[src/rtl/rxirq_pkg.sv]
package rxirq_pkg;
    localparam int CODE_W = 3;

    typedef enum logic [CODE_W-1:0] {
        EV_START    = 3'd0,
        EV_STOP     = 3'd1,
        EV_TX_END   = 3'd2,
        EV_RX_END   = 3'd3,
        EV_ACK_SENT = 3'd4,
        EV_ACK_RCV  = 3'd5,
        EV_NAK_RCV  = 3'd6,
        EV_RSVD     = 3'd7
    } ev_code_e;

    typedef struct packed {
        logic              cmp_en;
        logic              err_en;
        logic [CODE_W-1:0] code;
    } ctl_state_t;
endpackage

[src/rtl/rxirq_fifo.sv]
module rxirq_fifo #(
    parameter int DW    = 8,
    parameter int DEPTH = 2,
    localparam int PW   = $clog2(DEPTH),
    localparam int CW   = $clog2(DEPTH + 1)
) (
    input  logic          clk,
    input  logic          rst_n,
    input  logic          push,
    input  logic [DW-1:0] push_data,
    input  logic          pop,
    output logic [DW-1:0] head,
    output logic [CW-1:0] count
);
    typedef struct packed {
        logic [DEPTH-1:0][DW-1:0] mem;
        logic [PW-1:0]            rd_ptr;
        logic [CW-1:0]            cnt;
    } fifo_t;

    fifo_t st_d, st_q;

    logic do_pop, do_push;
    logic [PW-1:0] wr_idx;

    always_comb begin
        st_d    = st_q;
        do_pop  = pop && (st_q.cnt != '0);
        do_push = push && (st_q.cnt != CW'(DEPTH));
        wr_idx  = PW'((32'(st_q.rd_ptr) + 32'(st_q.cnt)) % DEPTH);
        if (do_push) begin
            st_d.mem[wr_idx] = push_data;
        end
        if (do_pop) begin
            st_d.rd_ptr = PW'((32'(st_q.rd_ptr) + 1) % DEPTH);
        end
        st_d.cnt = st_q.cnt + CW'(do_push) - CW'(do_pop);
    end

    always_ff @(posedge clk) begin
        if (!rst_n) begin
            st_q <= '0;
        end else begin
            st_q <= st_d;
        end
    end

    assign head  = (st_q.cnt == '0) ? '0 : st_q.mem[st_q.rd_ptr];
    assign count = st_q.cnt;
endmodule

[src/rtl/rxirq_flag.sv]
module rxirq_flag (
    input  logic clk,
    input  logic rst_n,
    input  logic hw_set,
    input  logic sw_clr,
    output logic flag
);
    logic flag_d, flag_q;

    always_comb begin
        flag_d = flag_q;
        if (sw_clr) flag_d = 1'b0;
        if (hw_set) flag_d = 1'b1;
    end

    always_ff @(posedge clk) begin
        if (!rst_n) begin
            flag_q <= 1'b0;
        end else begin
            flag_q <= flag_d;
        end
    end

    assign flag = flag_q;
endmodule

[src/rtl/rxirq_ctrl.sv]
module rxirq_ctrl
    import rxirq_pkg::*;
#(
    parameter int DW = 8
) (
    input  logic              clk,
    input  logic              rst_n,
    input  logic              rx_valid,
    input  logic [DW-1:0]     rx_data,
    input  logic              rd_pop,
    output logic [DW-1:0]     rd_data,
    output logic [1:0]        rx_count,
    input  logic              trig,
    input  logic              done_stb,
    input  logic [CODE_W-1:0] done_code,
    output logic [CODE_W-1:0] status_code,
    input  logic              en_we,
    input  logic              en_cmp_in,
    input  logic              en_err_in,
    input  logic              clr_we,
    input  logic              clr_cmp,
    input  logic              clr_err,
    output logic              cmp_flag,
    output logic              err_flag,
    output logic              irq
);
    localparam int DEPTH = 2;

    ctl_state_t st_d, st_q;
    logic [1:0] occ;
    logic       overrun;

    rxirq_fifo #(.DW(DW), .DEPTH(DEPTH)) u_fifo (
        .clk       (clk),
        .rst_n     (rst_n),
        .push      (rx_valid),
        .push_data (rx_data),
        .pop       (rd_pop),
        .head      (rd_data),
        .count     (occ)
    );

    // Overrun is judged on the occupancy held at the trigger edge.
    assign overrun = trig && (occ == 2'(DEPTH));

    logic [1:0] hw_set, sw_clr, flags;
    assign hw_set = {overrun, done_stb};
    assign sw_clr = {clr_we && clr_err, clr_we && clr_cmp};

    for (genvar g = 0; g < 2; g++) begin : g_flag
        rxirq_flag u_flag (
            .clk    (clk),
            .rst_n  (rst_n),
            .hw_set (hw_set[g]),
            .sw_clr (sw_clr[g]),
            .flag   (flags[g])
        );
    end

    always_comb begin
        st_d = st_q;
        if (en_we) begin
            st_d.cmp_en = en_cmp_in;
            st_d.err_en = en_err_in;
        end
        if (done_stb) begin
            st_d.code = done_code;
        end
    end

    always_ff @(posedge clk) begin
        if (!rst_n) begin
            st_q <= '0;
        end else begin
            st_q <= st_d;
        end
    end

    assign cmp_flag    = flags[0];
    assign err_flag    = flags[1];
    assign status_code = st_q.code;
    assign rx_count    = occ;
    assign irq         = (flags[0] && st_q.cmp_en) || (flags[1] && st_q.err_en);
endmodule

[config.mk]
export PLATFORM = sky130hd
export DESIGN_NAME = rxirq_ctrl
export DESIGN_NICKNAME = d
export VERILOG_FILES = /design/src/rtl/rxirq_pkg.sv /design/src/rtl/rxirq_fifo.sv /design/src/rtl/rxirq_flag.sv /design/src/rtl/rxirq_ctrl.sv
export SDC_FILE = /design/constraint.sdc
export NUM_CORES = 1
export LEC_CHECK = 0
export BUFFER_PORTS_ARGS = -buffer_cell sky130_fd_sc_hd__buf_4
export CAP_MARGIN = 20
export CORE_UTILIZATION = 49
export CTS_CLUSTER_DIAMETER = 200
export DETAILED_ROUTE_END_ITERATION = 16
export GPL_TIMING_DRIVEN = 0
export PLACE_DENSITY = 0.75
export SLEW_MARGIN = 30
export SYNTH_ARGS = -nofsm -noshare
export SYNTH_HDL_FRONTEND = slang
export SYNTH_SLANG_ARGS = --single-unit
[constraint.sdc]
create_clock -name clk -period 2.2 [get_ports clk]
set_clock_uncertainty 0.05 [all_clocks]
set_input_delay 0.33 -clock clk [delete_from_list [all_inputs] [get_ports clk]]
set_output_delay 0.33 -clock clk [all_outputs]
set_load 0.02 [all_outputs]
# ---- After elaboration in Yosys (flattened, before gate mapping)
# Cells that the tools add are included.
dict set report word_totals {
  regBits 26
  in_bits 23
  out_inout_bits 16
}
dict set report op_classes {
  addsub 4
  n_lt_le_gt_ge 3
  n_eq_ne 2
  muxes 10
  n_reduce_logical 13
}
# cell count
set op_table {}
lappend op_table {{8-bit 2-to-1 mux} 4}
lappend op_table {{16-bit bitwise mux} 1}
lappend op_table {{8-bit demux with 1-bit select} 1}
lappend op_table {{1-bit logical AND} 8}
lappend op_table {{2-bit nonzero test} 3}
lappend op_table {{1-bit by 2-bit < comparator with 1-bit output, second input constant} 2}
lappend op_table {{1-bit 2-to-1 mux} 4}
lappend op_table {{2-bit by 1-bit adder with 2-bit output} 1}
lappend op_table {{2-bit equality test, second input constant} 1}
lappend op_table {{2-bit zero test} 1}
lappend op_table {{2-bit != test, second input constant} 1}
lappend op_table {{2-bit by 1-bit subtractor with 2-bit output} 1}
lappend op_table {{1-bit adder} 1}
lappend op_table {{1-bit adder, second input constant} 1}
lappend op_table {{1-bit >= comparator, second input constant} 1}
lappend op_table {{1-bit logical OR} 1}

# ---- Logic depth before layout (Yosys ltp)
# Gate-level depths: netlist of run 1.
dict set report depth {
  ltp_word 6
  depth_mapped 8
  mapped_depth_nobuf 8
}

# ---- By module
# A second synthesis of run 1 with hierarchy kept.
dict set report unflattened {
  hier_cells 192
  area_unflattened_um2 1612.8
}
# mod n_inst cells_per_inst area_per_inst_um2
set by_module_without_submodules {}
lappend by_module_without_submodules {rxirq_fifo 1 163 1297.5}
lappend by_module_without_submodules {rxirq_ctrl 1 23 232.7}
lappend by_module_without_submodules {rxirq_flag 2 3 41.3}

# ---- Worst setup path before layout of run 1
# Ideal clock, no wire load.
dict set report synth_timing {
  path_type {register to register}
  from {reg u_fifo.st_q, in the netlist u_fifo.count[1]}
  to {reg u_fifo.st_q, in the netlist u_fifo.count[1]}
  setup_time_ps 115
  arrival_time_ps 1536
  t_required_ps 2035
  slack_ps 499
  stages_incl_launch_ff 9
  synth_period_minus_slack_ps 1701
  path_cell_list {dfxtp_1 o21ai_0 inv_1 ha_1 inv_1 ha_1 xnor2_1 xnor2_1 and2_1}
}
# item line_no
set synth_rtl {}
lappend synth_rtl {{from (decl)} rxirq_fifo.sv:21} ;# fifo_t st_d, st_q;
lappend synth_rtl {{from (signal assigned)} rxirq_fifo.sv:44} ;# st_q <= st_d;
lappend synth_rtl {{2-bit nonzero test} rxirq_fifo.sv:28} ;# do_pop = pop && (st_q.cnt != '0);
lappend synth_rtl {{1-bit logical AND} rxirq_fifo.sv:28}
lappend synth_rtl {{via u_fifo.do_pop} rxirq_fifo.sv:23} ;# logic do_pop, do_push;
lappend synth_rtl {{2-bit by 1-bit subtractor with 2-bit output} rxirq_fifo.sv:37} ;# st_d.cnt = st_q.cnt + CW'(do_push) - CW'(do_pop);
# The timed path passes the listed nets, and every way through them passes these cells.
# A chain may end at the register's enable or synchronous reset.

# ---- Final worst setup path of run 1
# Same ends and word-level chain as after synthesis.

==> results of run 1 <==
-- logic make-up after synthesis --
| logic type | after synthesis | share of synthesized area |
|---|---|---|
| AO/OA/AOI/OAI | 7 | 0.0450 |
| adder cells (fa/ha/maj) | 2 | 0.0204 |
| buffers and inverters | 15 | 0.0746 |
| AND/OR/NAND/NOR | 48 | 0.176 |
| multiplexers | 29 | 0.237 |
| XOR/XNOR | 3 | 0.0215 |
| flip-flops | 26 | 0.425 |
-- per-layer routing --
| metal | global-route usage | routed length (µm) | up-vias |
|---|---|---|---|
| li1 | - | - | 505 |
| met1 | 0.249 | 1110 | 452 |
| met5 | 0 | 0 | - |
| met4 | 0.0405 | 14 | 0 |
| met2 | 0.327 | 1130 | 19 |
| met3 | 0.0292 | 80 | 2 |
-- critical path: stages, from the launching register on --
cell and delay, ns:
dfxtp_1 0.40, o21ai_0 0.33, inv_1 0.09, ha_1 0.28, inv_1 0.04, ha_1 0.19
xnor2_1 0.13, xnor2_1 0.12, and2_1 0.14
-- synth_stat cells (2+ instances only) --
cell type | instances | area, µm²
and2_1 | 3 | 18.8
buf_4 | 5 | 37.5
buf_6 | 2 | 22.5
clkbuf_1 | 4 | 15.0
dfxtp_1 | 26 | 521
ha_1 | 2 | 25.0
inv_1 | 3 | 11.3
mux2i_1 | 29 | 290
nand2_1 | 27 | 101
nor2_1 | 8 | 30.0
nor2b_1 | 7 | 43.8
xnor2_1 | 3 | 26.3
-- state kept, by name (all words and copies together) (netlist names) --
name                cells
st_q                    2
u_fifo.st_q            17
g_flag.u_flag.flag      2
u_fifo.count            2
status_code             3
-- through the flow --
stage               area (µm²)  power (mW)
finish                    1570        1.58
global placement          1540        1.35
CTS                       1570        1.59
global route              1570        1.68
detailed placement        1540        1.36
floorplan                 1220        1.16
-- worst max-delay path by stage --
stage                      end  cells past startpoint       startpoint  slack [ns]
2_1_floorplan  u_fifo.count[1]                      8  u_fifo.count[1]        0.50
3_3_place_gp   u_fifo.count[1]                      8  u_fifo.count[1]        0.38
3_5_place_dp   u_fifo.count[1]                      8  u_fifo.count[1]        0.34
4_1_cts        u_fifo.count[1]                      8  u_fifo.count[1]        0.33
5_1_grt        u_fifo.count[1]                      8  u_fifo.count[1]        0.20
6_report       u_fifo.count[1]                      8  u_fifo.count[1]        0.35
-- power groups by stage --
stage	Combinational (mW)	Sequential [mW]	Clock, mW
3_5_place_dp	0.711	0.649	0
4_1_cts	0.713	0.637	0.237
5_1_grt	0.775	0.650	0.256
6_report	0.706	0.638	0.233
2_1_floorplan	0.526	0.636	0
3_3_place_gp	0.703	0.643	0
-- final cells by class --
class | instances | area share
multi-input cells | 89 | 0.389
flip-flops and latches | 26 | 0.331
repair buffers | 37 | 0.177
plain buffers | 12 | 0.0509
clock buffers | 4 | 0.0231
well taps | 28 | 0.0223
inverters | 3 | 0.00716
==> run summary, run 1 <==
Die area -> 2700 µm²
Final Hold Fails -> 0
Synthesized area -> 1220 µm²
DPL Wire Length -> 1770 µm
Residual DRC count -> 0
Number of global-route vias before repair -> 923
Reg2reg setup slack -> 0.35 ns
Worst slew pin tran -> 0.453 ns
Worst-skew pair later-pin latency -> 0.30 ns
Post-CTS Setup Inserts -> 0
GP Congestion -> 0.680
Min cycle time layout -> 1.85 ns
Total gr overflow -> 0
Vias -> 978
Post-synth ARST share -> 0
P&R area growth vs syn -> 28.5%
Sequential power share -> 0.404
Hold endpoint -> status_code[1]
Internal Dissipation -> 1.02 mW
CTS tree -> done
Mapped Nets -> 155
Initial Util -> 0.538
Worst reg2reg endpoint -> u_fifo.count[1]
Commonest non-fill, non-tap cell in the layout -> buf_4
Clk network pwr share -> 0.148
Fillers -> 195
Gate power share -> 0.448
Switch Pwr -> 555 µW
1st-pass router iterations -> 4
Port Buf Inserts -> 37
Hold_sp -> done_code[1]
Switching Share -> 0.352
Max IR drop VDD -> 0.620 mV
Final cell count without fillers -> 199
Clk buf depth -> 2
Critical Path End Type -> flop
Wire per inst -> 11.8 µm
Final setup violation count -> 0
First DRT Iteration DRCs -> 13
Pwr dens -> 1000 nW/µm²
Final WS setup -> 0.353 ns
EDFF count, synth -> 0
# resized after CTS -> 0
Total clock sinks -> 26
Worst Hold Class -> input pin to flop
Primary FF master, synth -> dfxtp_1
Die Y -> 52.0 µm
Worst Setup Start Kind -> flop
Antenna viol nets, final -> 0
Core region area -> 2280 µm²
Worst hold slack -> 0.220 ns
Max-slew violation count -> 0
Sequential-to-total area share from yosys stat -> 0.425
Htree depth -> 1
RSZ-0062 raised after global routing -> no
FF+latch count, synth -> 26
Worst-path clk slew -> 0.13 ns
Mean Syn Cell Area -> 9.41 µm²
Multi-input combinational cell area -> 612 µm²
Initial antenna violation count -> 0
GRT Overall Usage -> 0.190
Fin crit share -> 0.840
Critical Setup Path Class -> flop to flop
Layout cell share with drive strength beyond 1 -> 0.304
Inst Count DP -> 195
Die X -> 52.0 µm
Layout Utilization -> 0.691
Arr. time, crit path -> 2.02 ns
Antenna cells -> 0
Setup TNS -> 0 ns
Register area -> 520 µm²
Most frequent cells in the layout -> buf_4 (42), mux2i_1 (29), nand2_1 (27)
Pre-CTS setup slack -> 0.342 ns
# rows -> 17
Mapped Cells -> 130
Via/cell ratio -> 4.91
Fmax -> 541 MHz
Hold_buf cts -> 0
First-pass GRT wire length -> 3910 µm
Net count, final -> 197
Boundary Pins -> 39
Synth unique cells -> 23
Num CTS Buffers -> 3
Status -> complete, no violations
Slew HR -> 0.698
Max cap viols -> 0
R2R depth -> 8
Yosys warnings -> 0
WHS Path Cells -> 3
Reg2reg start -> u_fifo.count[1]
Routed wire length -> 2340 µm
CTS root buffer -> clkbuf_4
Leakage -> 0.711 nW
CP max FO -> 7
Worst EP required -> 2.37 ns
Pin count of the biggest net entering global routing -> 15
Note: power is estimated with default switching activity, not from simulation.
==> inputs of run 2 (changes only) <==
CORE_UTILIZATION = 44   (was 49)
PLACE_DENSITY = 0.71   (was 0.75)
clock period = 1.55 ns   (was 2.2 ns; I/O delays follow)
==> run summary, run 2 (synthesis gave the netlist of run 1 again) <==
Status -> complete, but fails checks
Failing checks -> setup timing
Initial antenna violation count -> 0
Die X -> 54.7 µm
Final WS setup -> -0.0786 ns
First DRT Iteration DRCs -> 11
Pin count of the biggest net entering global routing -> 15
Switch Pwr -> 1.11 mW
1st-pass router iterations -> 4
Fin crit share -> 1.05
Register with the most flip-flops -> u_fifo.st_q
Net count, final -> 209
Worst reg2reg endpoint -> u_fifo.count[1]
Critical Path End Type -> flop
Initial Util -> 0.481
Fmax -> 614 MHz
Die area -> 3000 µm²
# rows -> 18
Worst EP required -> 1.74 ns
Crit. Startpoint -> u_fifo.count[0]
CTS root buffer -> clkbuf_4
Num CTS Buffers -> 3
Total Power -> 3.04 mW
Min cycle time layout -> 1.63 ns
Antenna cells -> 0
Setup TNS -> -0.284 ns
Max-slew violation count -> 0
GRT Overall Usage -> 0.198
Gate power share -> 0.584
Commonest non-fill, non-tap cell in the layout -> buf_4
Routed wire length -> 2910 µm
Arr. time, crit path -> 1.82 ns
Worst hold slack -> 0.108 ns
Sequential power share -> 0.316
P&R area growth vs syn -> 55.1%
Port Buf Inserts -> 37
Final Hold Fails -> 0
CP max FO -> 4
Clk buf depth -> 2
Via/cell ratio -> 4.91
Critical Path Sink -> u_fifo.count[1]
Total clock sinks -> 26
Max IR drop VDD -> 1.17 mV
Antenna viol nets, final -> 0
CTS tree -> done
First-pass GRT wire length -> 4060 µm
Most frequent cells in the layout -> buf_4 (40), nand2_1 (27), mux2i_1 (23), dfxtp_1 (23), buf_6 (13)
Max cap viols -> 0
DPL Wire Length -> 1820 µm
Core region area -> 2540 µm²
Worst Setup Start Kind -> flop
Worst-path clk slew -> 0.14 ns
Finished Cell Area -> 1900 µm²
Final setup violation count -> 9
Clk network pwr share -> 0.100
RSZ-0062 raised after global routing -> yes
Layout Utilization -> 0.746
Leakage -> 0.801 nW
Worst Hold Class -> input pin to flop
Switching Share -> 0.363
Htree depth -> 1
Total gr overflow -> 0
Worst slew pin tran -> 0.451 ns
Vias -> 1046
Residual DRC count -> 0
Die Y -> 54.7 µm
GP Congestion -> 0.705
Reg2reg setup slack -> -0.08 ns
Reg2reg start -> u_fifo.count[0]
Layout cell share with drive strength beyond 1 -> 0.475
Wire per inst -> 13.6 µm
Internal Dissipation -> 1.94 mW
Worst-skew pair later-pin latency -> 0.33 ns
Slew HR -> 0.700
Boundary Pins -> 39
Critical Setup Path Class -> flop to flop
R2R depth -> 8
Post-DP Area -> 1550 µm²
Pwr dens -> 1600 nW/µm²
Largest register FFs -> 17
Number of global-route vias before repair -> 950
==> run 2: cell count changes in the layout (fill, tap and decap cells not counted), moves of 3 or more <==
cell	previous run	this run
buf_6	2	13
nor2_1	8	0
mux2i_1	29	23
nor2_2	1	6
mux2i_2	0	4
buf_12	0	3
dfxtp_1	26	23
dfxtp_4	0	3
nor2_4	0	3
==> run 2: routing by layer <==
metal	wire, µm	vias up	GRT usage	share of wire
li1	-	528	-	-
met1	1270	493	0.229	0.44
met2	1510	20	0.337	0.52
met3	76	5	0.0333	0.026
met4	55	0	0.115	0.019
met5	0	-	0	0
==> run 2: worst min path at each step <==
stage / start / end / slack, ns / cells after the start
finish: done_code[0] / status_code[0] / 0.11 / 3
detailed placement: u_fifo.st_q[13] / u_fifo.st_q[13] / 0.40 / 2
floorplan: done_stb / g_flag[0].u_flag.flag / 0.32 / 2
CTS: en_cmp_in / st_q[4] / 0.09 / 3
global placement: u_fifo.st_q[10] / u_fifo.st_q[10] / 0.39 / 2
global route: en_err_in / st_q[3] / 0.1 / 3
==> run 2: what timing repair did <==
action                                  in CTS  in global routing
gates cloned                                 0                  1
endpoints found under the setup margin       9                 24
endpoints found under the hold margin        0                  0
resized for setup                           26                 23
hold buffers                                 0                  0
pin swaps                                    5                  7
setup buffers                                8                  4
==> run 2: through the flow <==
step                setup slack, ns  instances
floorplan                  -0.00362        130
global placement            -0.0453        197
detailed placement          -0.0963        197
CTS                         -0.0702        209
global route                 -0.123        213
finish                      -0.0786        213
==> run 2: power by group through the flow <==
stage          clock network [mW]  registers [mW]  logic [mW]
6_report                    0.305           0.962        1.78
2_1_floorplan                   0           0.919       0.754
3_3_place_gp                    0           0.927        1.01
3_5_place_dp                    0           0.938        1.02
5_1_grt                     0.338           0.974        1.87
4_1_cts                     0.321           0.932        1.46
==> run 2: area by class of cell <==
class,instances,area (µm²)
tap,30,37.5
fill,184,647
buffer,12,104
clock buffer,4,26.3
timing repair buffer,49,443
sequential,26,532
multi-input combinational,89,744
inverter,3,11.3
==> run 2: critical path, stage by stage (launching register included) <==
cell and delay, ns:
dfxtp_4 0.39, o21ai_4 0.17, inv_2 0.06, ha_4 0.26, inv_2 0.04, ha_4 0.15
xnor2_2 0.13, xnor2_1 0.13, and2_1 0.16
==> inputs of run 3 (changes only) <==
CORE_ASPECT_RATIO = 0.6   (was default)
CORE_UTILIZATION = 48   (was 44)
PLACE_DENSITY = 0.74   (was 0.71)
SLEW_MARGIN = 20   (was 30)
SYNTH_HIERARCHICAL = 1   (was default)
==> run summary, run 3 <==
Status -> complete, but fails checks
Failing checks -> setup timing
Max IR drop VDD -> 1.07 mV
Initial antenna violation count -> 0
Post-DP Area -> 1980 µm²
Post-synth ARST share -> 0
Die X -> 76.8 µm
Worst-path clk slew -> 0.09 ns
Number of global-route vias before repair -> 1560
Via/cell ratio -> 6.35
Die area -> 3600 µm²
Antenna cells -> 0
Worst Setup Start Kind -> flop
Top-area cell type share of the netlist area -> 0.323
GRT Overall Usage -> 0.287
Layout cell share with drive strength beyond 1 -> 0.508
Die Y -> 46.9 µm
Synthesized area -> 1610 µm²
Final setup violation count -> 21
Top post-synthesis cells by area -> dfxtp_1 (32%), o21ai_0 (9.9%), mux2i_1 (8.1%)
Slew HR -> 0.530
Sequential-to-total area share from yosys stat -> 0.323
First-pass GRT wire length -> 7750 µm
First DRT Iteration DRCs -> 248
Primary FF master, synth -> dfxtp_1
Total gr overflow -> 0
Pwr dens -> 1840 nW/µm²
Initial Util -> 0.534
1st-pass router iterations -> 5
CTS tree -> done
Post-synth top area cell -> dfxtp_1
RSZ-0062 raised after global routing -> yes
Yosys warnings -> 6
Most frequent cells in the layout -> buf_4 (54), o21ai_0 (25), dfxtp_1 (23)
Inst Count DP -> 272
Routed wire length -> 6000 µm
Worst EP required -> 1.68 ns
Final cell count without fillers -> 292
Final WS setup -> -0.190 ns
Fillers -> 173
CTS root buffer -> clkbuf_8
Fmax -> 575 MHz
Min cycle time layout -> 1.74 ns
Total Power -> 4.47 mW
Core region area -> 3020 µm²
Synth unique cells -> 26
Register with the most flip-flops -> u_fifo/st_q
Mean Syn Cell Area -> 8.40 µm²
Setup TNS -> -1.67 ns
Clk buf depth -> 2
Wire per inst -> 20.6 µm
Residual DRC count -> 0
Mapped Cells -> 192
Arr. time, crit path -> 1.87 ns
Worst-skew pair later-pin latency -> 0.28 ns
Pin count of the biggest net entering global routing -> 18
Critical Path End Type -> flop
Final Hold Fails -> 0
FF+latch count, synth -> 26
DPL Wire Length -> 3160 µm
EDFF count, synth -> 0
CP max FO -> 6
Finished Cell Area -> 2430 µm²
Largest register FFs -> 17
Mapped Nets -> 217
# rows -> 15
Total clock sinks -> 26
Fin crit share -> 1.12
Worst slew pin tran -> 0.705 ns
Worst Hold Class -> input pin to flop
Max-slew violation count -> 0
Antenna viol nets, final -> 0
Max cap viols -> 0
P&R area growth vs syn -> 50.7%
Vias -> 1855
Post-synth top cells -> o21ai_0 (32), dfxtp_1 (26), a211oi_1 (16), a21oi_1 (16), mux2i_1 (13)
Htree depth -> 1
Net count, final -> 276
Critical Setup Path Class -> flop to flop
Top-count cell post-synth -> o21ai_0
Port Buf Inserts -> 38
Commonest non-fill, non-tap cell in the layout -> buf_4
GP Congestion -> 0.853
Boundary Pins -> 39
Leakage -> 0.962 nW
Num CTS Buffers -> 3
==> run 3: cell count changes in the layout (fill, tap and decap cells not counted), moves of 8 or more <==
cell,previous run,this run
nand2_1,27,1
or2_2,0,8
o21ai_0,0,25
a21oi_1,1,10
o21bai_1,0,8
a211oi_1,0,10
mux2i_1,23,9
buf_4,40,54
nand3b_1,0,8
==> run 3: critical path, cell delays in order, from the launching register on <==
cell and delay (ns):
dfxtp_2 0.34, buf_8 0.13, buf_8 0.12, inv_4 0.05
o21ai_4 0.06, ha_4 0.28, inv_2 0.04, ha_4 0.15
xnor2_2 0.13, xnor2_1 0.12, and2_1 0.16
==> run 3: final timing paths <==
kind	from	to	slack [ns]	cells after the start
setup reg to reg	u_fifo/count[1]	u_fifo/count[1]	-0.19	10
setup / recovery	u_fifo/count[1]	u_fifo/count[1]	-0.19	10
hold / removal	en_cmp_in	st_q[4]	0.16	3
hold reg to reg	status_code[2]	status_code[2]	0.48	2
==> run 3: metal layers <==
layer / vias up / part of all wire / track usage
li1: 814 / - / -
met1: 845 / 0.41 / 0.379
met2: 161 / 0.44 / 0.488
met3: 35 / 0.11 / 0.0660
met4: 0 / 0.035 / 0.0846
met5: - / 0 / 0
==> run 3: repair_timing <==
item / in CTS / in global routing
hold buffers: 0 / 0
setup endpoints to repair: 10 / 23
gates cloned: 0 / 1
resized for setup: 24 / 48
setup buffers: 11 / 5
pin swaps: 4 / 12
==> run 3: kinds of logic (layout without fill, tap and decap cells) <==
group,Yosys count,in the layout,synth area share
XOR/XNOR,3,3,0.0163
buffers and inverters,24,82,0.0791
flip-flops,26,26,0.323
AO/OA/AOI/OAI,77,77,0.282
AND/OR/NAND/NOR,47,47,0.204
adder cells (fa/ha/maj),2,2,0.0155
multiplexers,13,13,0.0807
==> run 3: area by class of cell <==
class                      instances  area [µm²]  area share
buffer                            20         165      0.0680
sequential                        26         527       0.217
timing repair buffer              55         439       0.181
inverter                           3        13.8     0.00566
tap                               42        52.6      0.0216
multi-input combinational        142        1180       0.485
clock buffer                       4        55.1      0.0227
==> run 3: per-stage QoR <==
step           hold WS (ns)   util  worst slack [ns]
6_report              0.160  0.804            -0.190
5_1_grt               0.158  0.804            -0.221
4_1_cts               0.161  0.727            -0.161
3_5_place_dp          0.450  0.656            -0.375
3_3_place_gp          0.441  0.656            -0.342
2_1_floorplan         0.300      -            -0.117
==> run 3: report_power, final <==
part           total (mW)  switching, mW  internal (mW)
combinational        2.96           1.54           1.42
clock               0.461          0.233          0.228
sequential           1.05          0.204          0.850
